===== config.mk =====
export PLATFORM = sky130hd
export DESIGN_NAME = tgt_priv_ack
export DESIGN_NICKNAME = d
export VERILOG_FILES = /design/src/rtl/tgt_hdr_pkg.sv /design/src/rtl/tgt_hdr_shift.sv /design/src/rtl/tgt_ack_judge.sv /design/src/rtl/tgt_oneshot.sv /design/src/rtl/tgt_priv_ack.sv
export SDC_FILE = /design/constraint.sdc
export NUM_CORES = 1
export LEC_CHECK = 0
export BUFFER_PORTS_ARGS = -buffer_cell sky130_fd_sc_hd__buf_2
export CORE_MARGIN = 2
export CORE_UTILIZATION = 54
export DETAILED_ROUTE_END_ITERATION = 10
export PLACE_DENSITY_LB_ADDON = 0.12
export SYNTH_ARGS = -nofsm -noshare
export SYNTH_HDL_FRONTEND = slang
export SYNTH_HIERARCHICAL = 1
export SYNTH_SLANG_ARGS = --single-unit

===== constraint.sdc =====
create_clock -name clk -period 5.74 [get_ports clk]
set_input_delay 1.148 -clock clk [delete_from_list [all_inputs] [get_ports clk]]
set_output_delay 1.148 -clock clk [all_outputs]
set_load 0.02 [all_outputs]

===== src/rtl/tgt_hdr_pkg.sv =====
package tgt_hdr_pkg;

    localparam int ADDR_W = 7;
    localparam int HDR_W  = ADDR_W + 1;
    localparam logic [1:0] MODE_SDR = 2'b01;
    localparam logic [ADDR_W-1:0] BCAST_ADDR = 7'h7E;

    typedef enum logic [2:0] {
        ST_IDLE,
        ST_HDR,
        ST_WAIT_SLOT,
        ST_SLOT,
        ST_SKIP
    } hdr_state_e;

    typedef struct packed {
        logic hit;
        logic ack;
        logic underrun;
        logic consume;
        logic rnw;
    } verdict_t;

    // Decide the answer to a complete header.
    function automatic verdict_t judge(
        input logic              active,
        input logic [HDR_W-1:0]  hdr,
        input logic [ADDR_W-1:0] own,
        input logic              refuse,
        input logic              grant,
        input logic              tx_ne
    );
        verdict_t v;
        logic [ADDR_W-1:0] a;
        logic permit;
        a          = hdr[HDR_W-1:1];
        v.rnw      = hdr[0];
        v.hit      = active && (a == own) && (a != BCAST_ADDR);
        permit     = !refuse || grant;
        v.underrun = v.hit && v.rnw && !tx_ne;
        v.ack      = v.hit && permit && !v.underrun;
        v.consume  = v.ack && grant;
        return v;
    endfunction

endpackage


===== src/rtl/tgt_hdr_shift.sv =====
module tgt_hdr_shift
    import tgt_hdr_pkg::*;
#(
    parameter int W = HDR_W
) (
    input  logic         clk,
    input  logic         rst,
    input  logic         clear,
    input  logic         enable,
    input  logic         strobe,
    input  logic         bit_in,
    output logic [W-1:0] word_next,
    output logic         last
);
    localparam int CW = $clog2(W + 1);

    logic [W-2:0]  sh;
    logic [CW-1:0] cnt;

    assign word_next = {sh, bit_in};
    assign last      = enable && strobe && (cnt == CW'(W - 1));

    always_ff @(posedge clk) begin
        if (rst || clear) begin
            sh  <= '0;
            cnt <= '0;
        end else if (enable && strobe) begin
            sh  <= word_next[W-2:0];
            cnt <= cnt + CW'(1);
        end
    end
endmodule


===== src/rtl/tgt_ack_judge.sv =====
module tgt_ack_judge
    import tgt_hdr_pkg::*;
(
    input  logic              active,
    input  logic [HDR_W-1:0]  hdr,
    input  logic [ADDR_W-1:0] own,
    input  logic              refuse,
    input  logic              grant,
    input  logic              tx_ne,
    output verdict_t          verdict
);
    always_comb verdict = judge(active, hdr, own, refuse, grant, tx_ne);
endmodule


===== src/rtl/tgt_oneshot.sv =====
module tgt_oneshot (
    input  logic clk,
    input  logic rst,
    input  logic set,
    input  logic consume,
    output logic pending
);
    always_ff @(posedge clk) begin
        if (rst)          pending <= 1'b0;
        else if (set)     pending <= 1'b1;
        else if (consume) pending <= 1'b0;
    end
endmodule


===== src/rtl/tgt_priv_ack.sv =====
module tgt_priv_ack
    import tgt_hdr_pkg::*;
(
    input  logic              clk,
    input  logic              rst,
    input  logic [1:0]        mode_sel,
    input  logic              addr_assigned,
    input  logic [ADDR_W-1:0] own_addr,
    input  logic              auto_nack,
    input  logic              oneshot_set,
    input  logic              tx_not_empty,
    input  logic              bus_start,
    input  logic              bus_stop,
    input  logic              scl_rise,
    input  logic              scl_fall,
    input  logic              sda_in,
    output logic              sda_pull_low,
    output logic              oneshot_pending,
    output logic              addr_hit_pulse,
    output logic              underrun_pulse,
    output logic              rnw_status
);
    hdr_state_e        st, st_n;
    logic              active;
    logic [HDR_W-1:0]  hdr_word;
    logic              hdr_last;
    logic              fire;
    verdict_t          v;

    assign active = (mode_sel == MODE_SDR) && addr_assigned;
    assign fire   = hdr_last && !bus_stop && !bus_start;

    tgt_hdr_shift #(.W(HDR_W)) u_shift (
        .clk       (clk),
        .rst       (rst),
        .clear     (bus_start || bus_stop),
        .enable    (st == ST_HDR),
        .strobe    (scl_rise),
        .bit_in    (sda_in),
        .word_next (hdr_word),
        .last      (hdr_last)
    );

    tgt_ack_judge u_judge (
        .active  (active),
        .hdr     (hdr_word),
        .own     (own_addr),
        .refuse  (auto_nack),
        .grant   (oneshot_pending),
        .tx_ne   (tx_not_empty),
        .verdict (v)
    );

    tgt_oneshot u_grant (
        .clk     (clk),
        .rst     (rst),
        .set     (oneshot_set),
        .consume (fire && v.consume),
        .pending (oneshot_pending)
    );

    always_comb begin
        st_n = st;
        if (bus_stop) begin
            st_n = ST_IDLE;
        end else if (bus_start) begin
            st_n = ST_HDR;
        end else begin
            case (st)
                ST_HDR:       if (hdr_last) st_n = v.ack ? ST_WAIT_SLOT : ST_SKIP;
                ST_WAIT_SLOT: if (scl_fall) st_n = ST_SLOT;
                ST_SLOT:      if (scl_fall) st_n = ST_SKIP;
                default:      st_n = st;
            endcase
        end
    end

    always_ff @(posedge clk) begin
        if (rst) begin
            st             <= ST_IDLE;
            addr_hit_pulse <= 1'b0;
            underrun_pulse <= 1'b0;
            rnw_status     <= 1'b0;
        end else begin
            st             <= st_n;
            addr_hit_pulse <= fire && v.hit;
            underrun_pulse <= fire && v.underrun;
            if (fire && v.ack) rnw_status <= v.rnw;
        end
    end

    assign sda_pull_low = (st == ST_SLOT);
endmodule


==> impl_metrics.toml <==
[worst_setup_path]
crit_family = "simple AND/OR/NAND/NOR gates"
arrival_ns = 1.21
reg2reg_from = "st[0]$_SDFFE_PP0P_"
cp-startpoint = "st[2]$_SDFFE_PP0P_"
critPathBufInv = 1
critPathRequiredTime_ns = 4.59
cpPeakStageDelay_ns = 0.37
worstPathMaxFanout = 4
startpoint_type = "flip-flop"
crit_path_end_kind = "primary output"
crit_chain = "and2b_1 -> and2_1 -> buf_2"
cpMaxStageDelayCell = "dfxtp_1"
path_class = "flip-flop to primary output"

[clock_tree]
numCtsBuffers = 3
cts_tree = "yes"
max-clock-path-buffers = 2
root_buffer = "clkbuf_4"
cts_setup_buffers = 0
cts.reportedPaths.clkPinSlew_ns = 0.10
cts_resized = 0
holdBufCountCts = 0
clk_latency_ns = 0.29
cts_sinks = 18
htree_num_levels = 1

[drt]
antenna_left = 0
drt_iter0_markers = 18
drc = 0
routed_wl_um = 1770
wl_per_cell_um = 11.5
vias = 826
via_per_inst = 5.36
dr.pass1.iters = 4

[placement]
port_buffers = 24
dp.final_hpwl_um = 1350
globalplace.congestion = 0.784

[logic_synthesis]
yosys-top-cells-count = "nand2_1, dfxtp_1, a21oi_1"
ys_seq_elements = 18
yosys.cell_count.top_type = "nand2_1"
syn_avg_cell_area_um2 = 8.26
yosys_most_used_dff = "dfxtp_1"
synthCells = 113
seq_area_frac_synth = 0.386
synth_top_cell_area_share = 0.386
synthDistinctLibCells = 32
syn_area_um2 = 933
yosysTopAreaCell = "dfxtp_1"
synth_nets = 134
yosysWarnings = 6
synthTopCellsByArea = "dfxtp_1, nand2_1, a21oi_1"
synth_edf_count = 0
synthArstFlopShare = 0

[die]
rows = 15
coreArea_um2 = 1670
io_pins = 25
die_w_um = 45.6
die_area_um2 = 2080
die_h_um = 45.6
initial_utilization = 0.559

[global_routing]
grt.overflow.total = 0
grt_pass1_wl_um = 2820
grt_pass1_vias = 715
antenna_found_initial = 0
grt_max_degree = 12
gr-usage-all-layers = 0.191

[timing]
setup_viol = 0
min_period_ns = 2.36
final-max-slew-violation-count = 0
max_freq_mhz = 424
period_share = 0.411
slew_headroom = 0.632
fin_skew_ns = 0.00179
hold_viol = 0
setup-tns-final_ns = 0
rsz0062_at_grt = "no"
worst_pin_slew_ns = 0.552

[finish]
nNetsFinal = 159
final_core_util = 0.649
fill_cells = 154
n_antenna_cell = 0
layout-drive-gt1-share = 0.263
syn_to_final_growth_pct = 16.2

[run_status]
status = "finished, final reports clean"

[hold_path]
hp-class = "flip-flop to flip-flop"
hp-start = "st[2]$_SDFFE_PP0P_"

[power_and_ir_drop]
peakVddDrop_uv = 121
p_leak_nw = 0.427
p_per_area_nw_per_um2 = 207

[job]
maxCapViolations = 0
## cells by family after synthesis
logic type	count (synthesis)	synth area share
AND/OR/NAND/NOR	56	0.335
AO/OA/AOI/OAI	20	0.126
flip-flops	18	0.386
XOR/XNOR	9	0.0844
buffers and inverters	8	0.0442
multiplexers	1	0.0107
adder cells (fa/ha/maj)	1	0.0134
## power breakdown
group / internal [mW] / total (mW) / switching (mW)
Combinational: 0.00970 / 0.0208 / 0.0111
Clock: 0.0386 / 0.0777 / 0.0390
Sequential: 0.126 / 0.127 / 0.000778
Total: 0.174 / 0.225 / 0.0510
## state kept, by name (all words and copies together) (netlist names)
register,flops
u_shift/sh,7
u_shift/cnt,4
st,3
addr_hit_pulse,1
rnw_status,1
u_grant/pending,1
underrun_pulse,1
## metrics by stage
stage	worst slack [ns]	std cells	instance area, µm²	hold slack [ns]	total power, mW
floorplan	3.38	113	933	0.443	0.141
global placement	3.22	150	1050	0.460	0.150
detailed placement	3.16	150	1050	0.473	0.150
CTS	3.36	154	1080	0.490	0.229
global route	3.31	154	1080	0.516	0.236
finish	3.38	154	1080	0.481	0.225
## worst min-delay path: stages, from the launching register on
cell and delay (ns):
dfxtp_1 0.34, inv_1 0.05, a21oi_1 0.05
## cell type report
class                   count  area [µm²]  share of cell area
well taps                  17        21.3              0.0196
flip-flops and latches     18         360               0.332
repair buffers             24         120               0.111
multi-input cells          87         532               0.490
clock buffers               4        36.3              0.0334
inverters                   4        15.0              0.0138
## placed cells by master, fill, tap and decap left out, types with 2 or more instances in the layout
cell      Yosys  final
nor3b_1       5      5
o21ai_0       3      3
xnor2_1       4      4
nand2_1      21     21
or3_1         2      2
buf_2         0     24
and3_1        4      4
nor2b_1       3      3
nand4_1       2      2
xor2_1        5      5
dfxtp_1      18     18
and2_2        2      2
and2_1        2      2
inv_1         4      4
nor2_1        7      7
a21oi_1      12     12
clkbuf_4      0      3
## per-layer routing
metal | global-route usage | share of wire | vias to the layer above
met2 | 0.310 | 0.49 | 20
met4 | 0.124 | 0.019 | 0
met3 | 0.0238 | 0.045 | 4
met5 | 0 | 0 | -
li1 | - | - | 427
met1 | 0.237 | 0.45 | 375
## final timing paths
path / cells past startpoint / slack, ns / to
setup / recovery: 3 / 3.38 / sda_pull_low
hold / removal: 2 / 0.48 / st[2]$_SDFFE_PP0P_
setup reg to reg: 7 / 3.55 / rnw_status$_SDFFE_PP0P_
hold reg to reg: 2 / 0.48 / st[2]$_SDFFE_PP0P_
No activity file was read; power rests on OpenSTA's default activity.
